<file path="config.mk">
export PLATFORM = sky130hd
export DESIGN_NAME = cart_dma
export DESIGN_NICKNAME = d
export VERILOG_FILES = /design/src/rtl/cdma_pkg.sv /design/src/rtl/cdma_regs.sv /design/src/rtl/cdma_xfer.sv /design/src/rtl/cdma_pio.sv /design/src/rtl/cart_dma.sv
export SDC_FILE = /design/constraint.sdc
export NUM_CORES = 1
export LEC_CHECK = 0
export CAP_MARGIN = 0
export CORE_ASPECT_RATIO = 1.75
export CORE_MARGIN = 2
export CORE_UTILIZATION = 45
export DETAILED_ROUTE_END_ITERATION = 10
export PLACE_DENSITY_LB_ADDON = 0.15
export SETUP_SLACK_MARGIN = 0.02
export SYNTH_ARGS = -nofsm -noshare
export SYNTH_HDL_FRONTEND = slang
export SYNTH_SLANG_ARGS = --single-unit
</file>
<file path="constraint.sdc">
create_clock -name clk -period 8.8 [get_ports clk]
set_input_delay 0.88 -clock clk [delete_from_list [all_inputs] [get_ports clk]]
set_output_delay 0.88 -clock clk [all_outputs]
set_load 0.05 [all_outputs]
</file>
<file path="src/rtl/cdma_pkg.sv">
package cdma_pkg;

  // register window word indices (cpu_addr[4:2])
  localparam logic [2:0] REG_RAM_ADR  = 3'd0;
  localparam logic [2:0] REG_CART_ADR = 3'd1;
  localparam logic [2:0] REG_LEN_TOC  = 3'd2;  // RAM -> cartridge
  localparam logic [2:0] REG_LEN_TOR  = 3'd3;  // cartridge -> RAM
  localparam logic [2:0] REG_STATUS   = 3'd4;

  // status bit positions
  localparam int ST_IO_BIT  = 0;
  localparam int ST_DMA_BIT = 1;
  localparam int ST_IRQ_BIT = 3;

  typedef enum logic [2:0] {
    XS_IDLE, XS_SRC_REQ, XS_SRC_WAIT, XS_DST_REQ, XS_DST_WAIT
  } xfer_st_e;

  typedef enum logic [2:0] {
    PS_IDLE, PS_HI_REQ, PS_HI_WAIT, PS_LO_REQ, PS_LO_WAIT
  } pio_st_e;

endpackage

</file>
<file path="src/rtl/cdma_regs.sv">
module cdma_regs
  import cdma_pkg::*;
#(
  parameter int RAM_AW  = 24,
  parameter int CART_AW = 32,
  parameter int LEN_W   = 24
) (
  input  logic               clk,
  input  logic               rst_n,
  input  logic               cpu_sel,
  input  logic               cpu_we,
  input  logic [4:0]         cpu_addr,
  input  logic [31:0]        cpu_wdata,
  output logic [31:0]        cpu_rdata,
  input  logic               io_busy,
  input  logic               dma_busy,
  input  logic               dma_done,
  output logic [RAM_AW-1:0]  ram_base,
  output logic [CART_AW-1:0] cart_base,
  output logic [LEN_W-1:0]   len,
  output logic               start,
  output logic               to_ram,
  output logic               irq
);

  logic [2:0]         idx;
  logic               wr, locked, clr;
  logic [RAM_AW-1:0]  ram_q, ram_d;
  logic [CART_AW-1:0] cart_q, cart_d;
  logic [LEN_W-1:0]   ltoc_q, ltor_q;
  logic               irq_q, irq_d;
  logic               ram_en, cart_en, ltoc_en, ltor_en;

  always_comb begin
    idx     = cpu_addr[4:2];
    wr      = cpu_sel & cpu_we;
    locked  = io_busy | dma_busy;
    ram_en  = wr & ~locked & (idx == REG_RAM_ADR);
    cart_en = wr & ~locked & (idx == REG_CART_ADR);
    ltoc_en = wr & ~locked & (idx == REG_LEN_TOC);
    ltor_en = wr & ~locked & (idx == REG_LEN_TOR);
    ram_d   = {cpu_wdata[RAM_AW-1:1], 1'b0};
    cart_d  = {cpu_wdata[CART_AW-1:1], 1'b0};
    clr     = wr & (idx == REG_STATUS) & cpu_wdata[ST_DMA_BIT];
    irq_d   = dma_done | (irq_q & ~clr);
  end

  always_ff @(posedge clk or negedge rst_n) begin
    if (!rst_n) begin
      ram_q  <= '0;
      cart_q <= '0;
      ltoc_q <= '0;
      ltor_q <= '0;
      irq_q  <= 1'b0;
    end else begin
      if (ram_en)  ram_q  <= ram_d;
      if (cart_en) cart_q <= cart_d;
      if (ltoc_en) ltoc_q <= cpu_wdata[LEN_W-1:0];
      if (ltor_en) ltor_q <= cpu_wdata[LEN_W-1:0];
      irq_q <= irq_d;
    end
  end

  always_comb begin
    cpu_rdata = '0;
    unique case (idx)
      REG_RAM_ADR:  cpu_rdata[RAM_AW-1:0]  = ram_q;
      REG_CART_ADR: cpu_rdata[CART_AW-1:0] = cart_q;
      REG_LEN_TOC:  cpu_rdata[LEN_W-1:0]   = ltoc_q;
      REG_LEN_TOR:  cpu_rdata[LEN_W-1:0]   = ltor_q;
      REG_STATUS: begin
        cpu_rdata[ST_IO_BIT]  = io_busy;
        cpu_rdata[ST_DMA_BIT] = dma_busy;
        cpu_rdata[ST_IRQ_BIT] = irq_q;
      end
      default: cpu_rdata = '0;
    endcase
  end

  assign ram_base  = ram_q;
  assign cart_base = cart_q;
  assign len       = cpu_wdata[LEN_W-1:0];
  assign start     = ltoc_en | ltor_en;
  assign to_ram    = ltor_en;
  assign irq       = irq_q;

endmodule

</file>
<file path="src/rtl/cdma_xfer.sv">
module cdma_xfer
  import cdma_pkg::*;
#(
  parameter int RAM_AW  = 24,
  parameter int CART_AW = 32,
  parameter int LEN_W   = 24
) (
  input  logic               clk,
  input  logic               rst_n,
  input  logic               start,
  input  logic               to_ram,
  input  logic [LEN_W-1:0]   len,
  input  logic [RAM_AW-1:0]  ram_base,
  input  logic [CART_AW-1:0] cart_base,
  output logic               busy,
  output logic               done,
  output logic               cart_req,
  output logic               cart_we,
  output logic [CART_AW-1:0] cart_addr,
  output logic [15:0]        cart_wdata,
  input  logic [15:0]        cart_rdata,
  input  logic               cart_valid,
  output logic               ram_req,
  output logic               ram_we,
  output logic [RAM_AW-1:0]  ram_addr,
  output logic [15:0]        ram_wdata,
  input  logic [15:0]        ram_rdata,
  input  logic               ram_valid
);

  xfer_st_e           st_q, st_d;
  logic               dir_q;          // 1: cartridge -> RAM
  logic [LEN_W-1:0]   left_q, left_d;
  logic [RAM_AW-1:0]  ra_q, ra_d;
  logic [CART_AW-1:0] ca_q, ca_d;
  logic [15:0]        buf_q;
  logic               load, cap, step, last;
  logic               src_valid, dst_valid;
  logic [15:0]        src_data;

  always_comb begin
    src_valid = dir_q ? cart_valid : ram_valid;
    dst_valid = dir_q ? ram_valid  : cart_valid;
    src_data  = dir_q ? cart_rdata : ram_rdata;
    last      = (left_q == LEN_W'(1));
    load      = (st_q == XS_IDLE) & start;
    cap       = (st_q == XS_SRC_WAIT) & src_valid;
    step      = (st_q == XS_DST_WAIT) & dst_valid;
    ra_d      = load ? ram_base  : ra_q + RAM_AW'(2);
    ca_d      = load ? cart_base : ca_q + CART_AW'(2);
    left_d    = load ? ({1'b0, len[LEN_W-1:1]} + LEN_W'(1)) : left_q - LEN_W'(1);
    st_d      = st_q;
    unique case (st_q)
      XS_IDLE:     if (start) st_d = XS_SRC_REQ;
      XS_SRC_REQ:  st_d = XS_SRC_WAIT;
      XS_SRC_WAIT: if (src_valid) st_d = XS_DST_REQ;
      XS_DST_REQ:  st_d = XS_DST_WAIT;
      XS_DST_WAIT: if (dst_valid) st_d = last ? XS_IDLE : XS_SRC_REQ;
      default:     st_d = XS_IDLE;
    endcase
  end

  always_ff @(posedge clk or negedge rst_n) begin
    if (!rst_n) begin
      st_q   <= XS_IDLE;
      dir_q  <= 1'b0;
      left_q <= '0;
      ra_q   <= '0;
      ca_q   <= '0;
      buf_q  <= '0;
    end else begin
      st_q <= st_d;
      if (load) dir_q <= to_ram;
      if (load | step) begin
        left_q <= left_d;
        ra_q   <= ra_d;
        ca_q   <= ca_d;
      end
      if (cap) buf_q <= src_data;
    end
  end

  assign busy       = (st_q != XS_IDLE);
  assign done       = step & last;
  assign cart_req   = ((st_q == XS_SRC_REQ) & dir_q) | ((st_q == XS_DST_REQ) & ~dir_q);
  assign cart_we    = (st_q == XS_DST_REQ) & ~dir_q;
  assign ram_req    = ((st_q == XS_SRC_REQ) & ~dir_q) | ((st_q == XS_DST_REQ) & dir_q);
  assign ram_we     = (st_q == XS_DST_REQ) & dir_q;
  assign cart_addr  = ca_q;
  assign ram_addr   = ra_q;
  assign cart_wdata = buf_q;
  assign ram_wdata  = buf_q;

endmodule

</file>
<file path="src/rtl/cdma_pio.sv">
module cdma_pio
  import cdma_pkg::*;
#(
  parameter int CART_AW = 32
) (
  input  logic               clk,
  input  logic               rst_n,
  input  logic               io_req,
  input  logic               io_we,
  input  logic [CART_AW-1:0] io_addr,
  input  logic [31:0]        io_wdata,
  input  logic               accept,
  output logic               busy,
  output logic               done,
  output logic [31:0]        rdata,
  output logic               cart_req,
  output logic               cart_we,
  output logic [CART_AW-1:0] cart_addr,
  output logic [15:0]        cart_wdata,
  input  logic [15:0]        cart_rdata,
  input  logic               cart_valid
);

  pio_st_e            st_q, st_d;
  logic               we_q;
  logic [CART_AW-1:0] a_q;
  logic [31:0]        wd_q;
  logic [15:0]        hi_q, lo_q;
  logic               done_q;
  logic               load, hi_cap, lo_cap, in_lo;

  always_comb begin
    load   = (st_q == PS_IDLE) & io_req & accept;
    hi_cap = (st_q == PS_HI_WAIT) & cart_valid;
    lo_cap = (st_q == PS_LO_WAIT) & cart_valid;
    in_lo  = (st_q == PS_LO_REQ) | (st_q == PS_LO_WAIT);
    st_d   = st_q;
    unique case (st_q)
      PS_IDLE:    if (load) st_d = PS_HI_REQ;
      PS_HI_REQ:  st_d = PS_HI_WAIT;
      PS_HI_WAIT: if (cart_valid) st_d = PS_LO_REQ;
      PS_LO_REQ:  st_d = PS_LO_WAIT;
      PS_LO_WAIT: if (cart_valid) st_d = PS_IDLE;
      default:    st_d = PS_IDLE;
    endcase
  end

  always_ff @(posedge clk or negedge rst_n) begin
    if (!rst_n) begin
      st_q   <= PS_IDLE;
      we_q   <= 1'b0;
      a_q    <= '0;
      wd_q   <= '0;
      hi_q   <= '0;
      lo_q   <= '0;
      done_q <= 1'b0;
    end else begin
      st_q   <= st_d;
      done_q <= lo_cap;
      if (load) begin
        we_q <= io_we;
        a_q  <= {io_addr[CART_AW-1:2], 2'b00};
        wd_q <= io_wdata;
      end
      if (hi_cap) hi_q <= cart_rdata;
      if (lo_cap) lo_q <= cart_rdata;
    end
  end

  assign busy       = (st_q != PS_IDLE);
  assign done       = done_q;
  assign rdata      = {hi_q, lo_q};
  assign cart_req   = (st_q == PS_HI_REQ) | (st_q == PS_LO_REQ);
  assign cart_we    = cart_req & we_q;
  assign cart_addr  = in_lo ? {a_q[CART_AW-1:2], 2'b10} : a_q;
  assign cart_wdata = in_lo ? wd_q[15:0] : wd_q[31:16];

endmodule

</file>
<file path="src/rtl/cart_dma.sv">
module cart_dma
  import cdma_pkg::*;
#(
  parameter int RAM_AW  = 24,
  parameter int CART_AW = 32,
  parameter int LEN_W   = 24
) (
  input  logic               clk,
  input  logic               rst_n,
  input  logic               cpu_sel,
  input  logic               cpu_we,
  input  logic [4:0]         cpu_addr,
  input  logic [31:0]        cpu_wdata,
  output logic [31:0]        cpu_rdata,
  input  logic               io_req,
  input  logic               io_we,
  input  logic [CART_AW-1:0] io_addr,
  input  logic [31:0]        io_wdata,
  output logic [31:0]        io_rdata,
  output logic               io_done,
  output logic               irq,
  output logic               cart_req,
  output logic               cart_we,
  output logic [CART_AW-1:0] cart_addr,
  output logic [15:0]        cart_wdata,
  input  logic [15:0]        cart_rdata,
  input  logic               cart_valid,
  output logic               ram_req,
  output logic               ram_we,
  output logic [RAM_AW-1:0]  ram_addr,
  output logic [15:0]        ram_wdata,
  input  logic [15:0]        ram_rdata,
  input  logic               ram_valid
);

  logic               rst_meta_n, rst_sync_n;
  logic [RAM_AW-1:0]  reg_ram_base;
  logic [CART_AW-1:0] reg_cart_base;
  logic [LEN_W-1:0]   reg_len;
  logic               reg_start, reg_to_ram;
  logic               x_busy, x_done, p_busy;
  logic               x_cart_req, x_cart_we, p_cart_req, p_cart_we;
  logic [CART_AW-1:0] x_cart_addr, p_cart_addr;
  logic [15:0]        x_cart_wdata, p_cart_wdata;

  always_ff @(posedge clk or negedge rst_n) begin
    if (!rst_n) begin
      rst_meta_n <= 1'b0;
      rst_sync_n <= 1'b0;
    end else begin
      rst_meta_n <= 1'b1;
      rst_sync_n <= rst_meta_n;
    end
  end

  cdma_regs #(.RAM_AW(RAM_AW), .CART_AW(CART_AW), .LEN_W(LEN_W)) u_regs (
    .clk(clk), .rst_n(rst_sync_n),
    .cpu_sel(cpu_sel), .cpu_we(cpu_we), .cpu_addr(cpu_addr),
    .cpu_wdata(cpu_wdata), .cpu_rdata(cpu_rdata),
    .io_busy(p_busy), .dma_busy(x_busy), .dma_done(x_done),
    .ram_base(reg_ram_base), .cart_base(reg_cart_base), .len(reg_len),
    .start(reg_start), .to_ram(reg_to_ram), .irq(irq)
  );

  cdma_xfer #(.RAM_AW(RAM_AW), .CART_AW(CART_AW), .LEN_W(LEN_W)) u_xfer (
    .clk(clk), .rst_n(rst_sync_n),
    .start(reg_start), .to_ram(reg_to_ram), .len(reg_len),
    .ram_base(reg_ram_base), .cart_base(reg_cart_base),
    .busy(x_busy), .done(x_done),
    .cart_req(x_cart_req), .cart_we(x_cart_we), .cart_addr(x_cart_addr),
    .cart_wdata(x_cart_wdata), .cart_rdata(cart_rdata), .cart_valid(cart_valid),
    .ram_req(ram_req), .ram_we(ram_we), .ram_addr(ram_addr),
    .ram_wdata(ram_wdata), .ram_rdata(ram_rdata), .ram_valid(ram_valid)
  );

  cdma_pio #(.CART_AW(CART_AW)) u_pio (
    .clk(clk), .rst_n(rst_sync_n),
    .io_req(io_req), .io_we(io_we), .io_addr(io_addr), .io_wdata(io_wdata),
    .accept(~x_busy & ~reg_start),
    .busy(p_busy), .done(io_done), .rdata(io_rdata),
    .cart_req(p_cart_req), .cart_we(p_cart_we), .cart_addr(p_cart_addr),
    .cart_wdata(p_cart_wdata), .cart_rdata(cart_rdata), .cart_valid(cart_valid)
  );

  // the two cartridge masters are never active together
  assign cart_req   = x_cart_req | p_cart_req;
  assign cart_we    = x_cart_we | p_cart_we;
  assign cart_addr  = p_busy ? p_cart_addr  : x_cart_addr;
  assign cart_wdata = p_busy ? p_cart_wdata : x_cart_wdata;

endmodule

</file>
Yosys cells after proc, flatten, opt, wreduce, memory -nomap -nowiden
Cells that the tools add are included.
Widths: inputs -> output; s select.
- eq/ne operators: 19
- reduce and logical (&&, ||, !) cells: 7
- add/sub/neg operators: 4
- bitwise gates (word level): 38
- mux-type cells: 24
- operators with widths (cell ; number):
    $pmux 20 s4 ; 1
    $mux 32 ; 2
    $mux 16 ; 3
    $mux 24 ; 2
    $add 32x2->32 const B ; 1
    $pmux 3 s5 ; 2
    $add 23x1->24 const B ; 1
    $add 24x2->24 const B ; 1
    $eq 24x1->1 const B ; 1
    $sub 24x1->24 const B ; 1
    $and 1x1->1 ; 23
    $eq 3x2->1 const B ; 6
    $mux 3 ; 6
    $or 1x1->1 ; 10
    $pmux 2 s5 ; 1
    $eq 3x1->1 const B ; 3
    $eq 3x3->1 const B ; 3
    $logic_not 3->1 ; 3
    $mux 8 ; 1
    $ne 2x1->1 const B ; 3
    $ne 2x2->1 const B ; 3
    $reduce_and 3->1 ; 2
    $reduce_bool 3->1 ; 2
    $not 1->1 ; 5
    4 further kinds ; 6
- input bits: 141
- logic and storage cells: 112
- output and inout port bits: 158
- flip-flop bits (word level): 304

Longest topological paths before layout
Gate-level depths: netlist (run 1).
- depth after elaboration: 11
- gate-level depth with buffers: 9

Hierarchy
From an unflattened synthesis (run 1), not the netlist that was laid out.
- cell total of the unflattened synthesis: 1307
- area, all modules: 16118.0 sq um
- by module, submodules not included (module ; times used ; cells each ; area an instance (sq um)):
    cdma_xfer ; 1 ; 677 ; 5945.7
    cdma_regs ; 1 ; 331 ; 5178.7
    cdma_pio ; 1 ; 240 ; 4264.1
    cart_dma ; 1 ; 59 ; 729.4

Least setup slack after synthesis (run 1)
Ideal clock, no wire load.
- kind: input port to output port
- from: in cpu_addr[3]
- to: out cpu_rdata[0]
- data arrival time: 2.993 ns
- cell stages on the path: 4
- data required time: 7.920 ns
- path slack: 4.927 ns
- path through: clkbuf_1 > buf_1 > inv_1 > o32ai_1
- cells in the longest elaborated chain, start to end: 2
- RTL lines (element ; RTL line ; text):
    start: declaration ; cart_dma.sv:12 ; input logic [4:0] cpu_addr,
    $eq 3x3->1, or another cell as far along ; cdma_regs.sv:66 ; unique case (idx)
    $pmux 2 s5 * ; cdma_regs.sv:66 ;
    end: declaration ; cart_dma.sv:14 ; output logic [31:0] cpu_rdata,
Mark *: on every way between the ends. The rest lies on a longest branch, timed or not.

Worst setup path after layout (run 1)
- from: in cpu_addr[3]
- to: out cpu_rdata[24]
- cells in the longest elaborated chain, start to end: 2
- RTL lines (element ; RTL line):
    $eq 3x1->1 ; cdma_regs.sv:66
    $mux 8 ; cdma_regs.sv:66
No other way between the ends.

==> impl_metrics.ini, run 1 <==
[die]
floorplan.die.height_microns = 246
fp.dieW_microns = 142
ioPinCount = 299
die_area_sq_mm = 0.0350
num_rows = 88
core_box_area_sq_mm = 0.0330
initial_core_util = 0.456

[cts]
clock_tree.root_cell = clkbuf_16
cts_max_path_buffers = 3
cts.htree.levels = 1
clock-sinks = 302
post_cts_buffers = 0
clk-insertion-delay-late_ns = 0.56
tritoncts = built
cts.clk_slew.worst_paths_ns = 0.06
cts_buffers = 30
number_of_gates_resized_after_cts = 0
cts-hold-fix-buffers = 0

[timing]
fin_crit_ns = 4.50
final.hold.worst_slack_ns = 0.359
final.period_utilization = 0.511
fin_tns_setup_ns = 0
rsz0062_at_grt = no
clock_skew_ns = 0.0111
setup_violations = 0
final_hold_viol_count = 0
slew_violations = 0
max_slew_margin = 0.247
fmax_mhz = 222
setup_ws_ns = 4.30
worst_pin_slew_ns = 1.13

[drt]
dr.pass1.iters = 5
post_route_m1_wl_microns = 16000
wl_cell_microns = 22.1
drcViolationCount = 0
dr_wl_met3_microns = 2950
detail-route-antenna-nets = 0
vias_per_cell = 5.71
wl_met2_microns = 23800
detail_route.wirelength_microns = 44900
drt_iter0_drc = 571
highest-signal-layer = met4
detailroute.via_count = 11600

[synth]
synth_area_leader_cell = dfrtp_1
synth-async-reset-ratio = 1.00
synthCells = 1342
synth-edff-count = 0
syn-mean-instance-area_sq_um = 11.2
synth-seq-cells = 302
synth_sequential_area_ratio = 0.501
synth.lib_cells_used.distinct = 68
synth_top_cells_by_area = dfrtp_1 50%, mux2_2 12%, nand2_1 5.4%, mux2i_1 3.2%, mux4_2 3.1%
synthDominantCellAreaShare = 0.501
yosys_warnings = 0
synthesis.area_sq_mm = 0.0151
predominant_post_synthesis_flop_cell = dfrtp_1

[final_layout]
fill_cells = 2819
layout_common_cells = 301 x dfrtp_1, 291 x clkdlybuf4s50_1, 218 x nand2_1, 156 x mux2_2, 84 x o21ai_0
finalNetCount = 1744
fin_cells = 2029
layout-area-overhead-vs-synth_pct = 28.6
layout_commonest_cell = dfrtp_1
area_occupied_by_multi_input_gates_sq_mm = 0.00712
layout-drive-gt1-share = 0.177
final_cell_area_sq_mm = 0.0194
final-seq-area_sq_mm = 0.00756

[run]
maxCapViolCount = 0

[worst_setup_path]
crit_path_top_delay_cell = nor3b_1
cp-start-kind = primary input
crit_family = buffers and inverters
path_cells = clkdlybuf4s50_1, buf_4, nor3b_1, and2_1, clkdlybuf4s50_1
timing.critical_path.slowest_cell_delay_ns = 0.95
worst_ep_arrival_time_ns = 3.62
required_ns = 7.92
worst_setup_path_end_kind = output port
cpMostUsedCell = clkdlybuf4s50_1
path_buf_inv = 3
crit_fanout = 30
path_class = in2out

[place]
detailed_place_hpwl_microns = 31700
place_worst_setup_slack_ns = 4.28
detailed_place.area_sq_mm = 0.0183
place.port_buffers = 292
dp_cells = 1971
gp_routability_congestion = 0.863

[power_and_ir_drop]
vdd_drop_max_uv = 303
leakagePower_nw = 8.32
power-per-cell-area_mw_per_mm2 = 387

[global_route]
number_of_global_route_vias_before_repair = 12200
globalRoute.totalOverflow = 0
maximum_number_of_pins_on_one_net_before_global_route_repair = 163
grt_pass1_wl_microns = 69800
gr-usage-all-layers = 0.259
grt_antenna_before_repair = 2

[outcome]
status = finished, final reports clean

[min_path]
hold_path.class = reg2reg
==> metal layers <==
layer	up-vias	GRT usage
met5	-	0
met4	0	0.117
met3	81	0.0579
met2	399	0.474
met1	5776	0.282
li1	5326	-
==> sequential cells by signal, indices dropped and copies added, names as in the netlist, 3 cells and up <==
register           count
u_pio.wd_q            32
u_regs.cart_base      31
u_xfer.cart_addr      31
u_pio.a_q             30
u_regs.ltoc_q         24
u_regs.ltor_q         24
u_xfer.left_q         24
u_regs.ram_base       23
u_xfer.ram_addr       23
u_pio.hi_q            16
u_pio.lo_q            16
u_xfer.cart_wdata     16
u_pio.st_q             3
u_xfer.st_q            3
==> logic make-up after synthesis <==
logic type	after synthesis	share of synthesized area
and+or+nand+nor	435	0.139
adders and majority gates	5	0.00415
AOI/OAI and AO/OA	184	0.0784
other	2	0.000498
DFF	302	0.501
muxes	268	0.217
buffers and inverters	94	0.0293
xor gates and xnor gates	52	0.0302
==> cells in the mapped netlist (all sizes together), types with 3 or more instances <==
library cell,instances
dfrtp,302
nand2,220
mux2,199
o21ai,85
nor2,51
mux2i,48
clkbuf,46
nand3,36
buf,35
xnor2,26
xor2,26
nor2b,23
nor3,22
o311ai,22
mux4,21
nand4,19
nor4,16
o211ai,15
a21oi,14
inv,13
and2,10
a31oi,9
and3,8
or3,8
a221o,5
ha,5
a211oi,4
a21o,4
and4,4
nand3b,4
a22oi,3
a32oi,3
nor3b,3
o31ai,3
or4,3
==> final timing paths <==
| check | from | to | slack (ns) | cells after the start |
|---|---|---|---|---|
| hold / removal | rst_meta_n | rst_sync_n | 0.36 | 0 |
| min in group asynchronous | rst_n | rst_sync_n | 0.48 | 1 |
| max in group asynchronous | rst_sync_n | u_pio.a_q[7] | 6.80 | 1 |
| setup reg to reg | u_xfer.dir_q | u_xfer.ram_addr[10] | 5.45 | 7 |
| hold reg to reg | rst_meta_n | rst_sync_n | 0.36 | 0 |
| setup / recovery | cpu_addr[3] | cpu_rdata[24] | 4.30 | 5 |
==> metrics by stage <==
stage,power (mW),util
floorplan,4.88,-
global placement,6.03,0.553
detailed placement,6.09,0.553
CTS,7.57,0.587
global route,7.89,0.587
finish,7.51,0.587
==> where the power goes <==
| group | internal, mW | switching [mW] | total, mW |
|---|---|---|---|
| combinational | 1.42 | 2.13 | 3.55 |
| sequential | 1.99 | 0.518 | 2.51 |
| clock | 0.885 | 0.562 | 1.45 |
| total | 4.29 | 3.21 | 7.51 |
==> cell type report <==
cell class / instances / share of cell area
sequential: 302 / 0.390
multi-input combinational: 947 / 0.367
timing repair buffer: 304 / 0.156
clock buffer: 41 / 0.0461
tap: 405 / 0.0261
clock inverter: 15 / 0.0121
inverter: 13 / 0.00252
antenna: 2 / 0.000258
==> worst register-to-register path: stages (launching register included) <==
cell and delay (ns):
dfrtp_1 1.03, mux2i_1 0.43, nor2_2 0.07, buf_4 0.27
nor2_1 0.81, buf_4 0.38, o21ai_0 0.13, o311ai_0 0.11
(Power assumes the default switching activity.)
==> inputs of run 2 (changes only) <==
==> constraint.sdc (replaced) <==
create_clock -name clk -period 4.56 [get_ports clk]
set_input_delay 0.456 -clock clk [delete_from_list [all_inputs] [get_ports clk]]
set_output_delay 0.456 -clock clk [all_outputs]
set_load 0.05 [all_outputs]
==> impl_metrics.ini, run 2 (same netlist as run 1, synthesis figures left out) <==
[outcome]
status = finished, final reports clean

[worst_setup_path]
path_class = reg2out
timing.critical_path.slowest_cell_delay_ns = 0.83
required_ns = 4.10
cp-start-kind = register
cpMostUsedCell = nand2_1
crit_path_top_delay_cell = clkdlybuf4s50_1
path_cells = nor2b_1, nand2_1, nand2_1, mux2i_1, o21ai_0, clkdlybuf4s50_1
worst_setup_path_end_kind = output port
crit_family = simple AND/OR/NAND/NOR gates
worst_ep_arrival_time_ns = 3.40
crit_fanout = 15
path_buf_inv = 1

[timing]
final.period_utilization = 0.845
setup_ws_ns = 0.706
rsz0062_at_grt = no
fmax_mhz = 259
worst_pin_slew_ns = 0.997
clock_skew_ns = 0.0114
max_slew_margin = 0.329
final_hold_viol_count = 0
fin_tns_setup_ns = 0
slew_violations = 0
setup_violations = 0
fin_crit_ns = 3.85

[cts]
clk-insertion-delay-late_ns = 0.56
cts_buffers = 29
cts-hold-fix-buffers = 0
clock-sinks = 302
tritoncts = built
post_cts_buffers = 0
cts.clk_slew.worst_paths_ns = 0.07
cts_max_path_buffers = 3
clock_tree.root_cell = clkbuf_16
number_of_gates_resized_after_cts = 0
cts.htree.levels = 1

[power_and_ir_drop]
power-per-cell-area_mw_per_mm2 = 734
vdd_drop_max_uv = 563
leakagePower_nw = 8.31

[final_layout]
layout_common_cells = 301 x dfrtp_1, 283 x clkdlybuf4s50_1, 218 x nand2_1, 156 x mux2_2, 84 x o21ai_0
registers.top_by_ff_count = u_pio.wd_q
finalNetCount = 1755
fin_cells = 2035
largest_register_ff_count = 32
layout_commonest_cell = dfrtp_1
layout-area-overhead-vs-synth_pct = 27.8
layout-drive-gt1-share = 0.183

[place]
dp_cells = 1983
gp_routability_congestion = 0.878
detailed_place_hpwl_microns = 32200
place_worst_setup_slack_ns = 1.20
place.port_buffers = 292

[drt]
vias_per_cell = 5.72
dr_wl_met3_microns = 3240
detailroute.via_count = 11600
post_route_m1_wl_microns = 15700
wl_cell_microns = 22.1
highest-signal-layer = met5
detail_route.wirelength_microns = 45000
drt_iter0_drc = 555
wl_met2_microns = 23900
detail-route-antenna-nets = 0
drcViolationCount = 0
dr.pass1.iters = 5

[global_route]
gr-usage-all-layers = 0.258
grt_pass1_wl_microns = 69800
globalRoute.totalOverflow = 0
grt_antenna_before_repair = 2
maximum_number_of_pins_on_one_net_before_global_route_repair = 105
number_of_global_route_vias_before_repair = 12200

[die]
num_rows = 88
core_box_area_sq_mm = 0.0330
fp.dieW_microns = 142
floorplan.die.height_microns = 246
ioPinCount = 299
initial_core_util = 0.456
die_area_sq_mm = 0.0350

[run]
maxCapViolCount = 0

[min_path]
hold_path.class = in2async
[run 2: path summary, 6_finish.rpt]
kind	from	to	slack (ns)	depth (start not counted)
max	u_pio.st_q[0]	cart_wdata[7]	0.71	6
min	rst_n	rst_sync_n	0.05	1
max reg2reg	u_pio.st_q[2]	u_regs.ltoc_q[23]	1.69	5
min reg2reg	rst_sync_n	u_pio.done	0.29	0
max in group asynchronous	rst_sync_n	u_pio.a_q[10]	3.06	1
min in group clk	rst_meta_n	rst_sync_n	0.35	0
[run 2: through the flow]
step | cell area (sq um) | power (mW) | utilization | hold WS (ns)
global route | 19300 | 14.9 | 0.584 | 0.0490
global placement | 18300 | 11.7 | 0.555 | 0.301
CTS | 19300 | 14.3 | 0.583 | 0.0291
finish | 19300 | 14.1 | 0.584 | 0.0533
floorplan | 15100 | 9.41 | - | 0.160
detailed placement | 18300 | 11.8 | 0.555 | 0.305
[run 2: metal layers]
metal,track usage,vias to the layer above
li1,-,5333
met1,0.284,5807
met2,0.473,405
met3,0.0585,86
met4,0.110,2
met5,0,-
[run 2: area by class of cell]
| cell class | instances | area, sq um |
|---|---|---|
| fillers | 2884 | 13800 |
| flip-flops and latches | 302 | 7560 |
| clock inverters | 7 | 62.6 |
| multi-input cells | 947 | 7110 |
| inverters | 13 | 48.8 |
| diodes | 1 | 2.50 |
| well taps | 405 | 507 |
| repair buffers | 316 | 3100 |
| clock buffers | 44 | 882 |
[run 2: report_power, final]
part / total (mW) / switching (mW) / internal, mW
Sequential: 4.82 / 0.967 / 3.85
Combinational: 6.91 / 4.16 / 2.74
Clock: 2.42 / 1.04 / 1.38
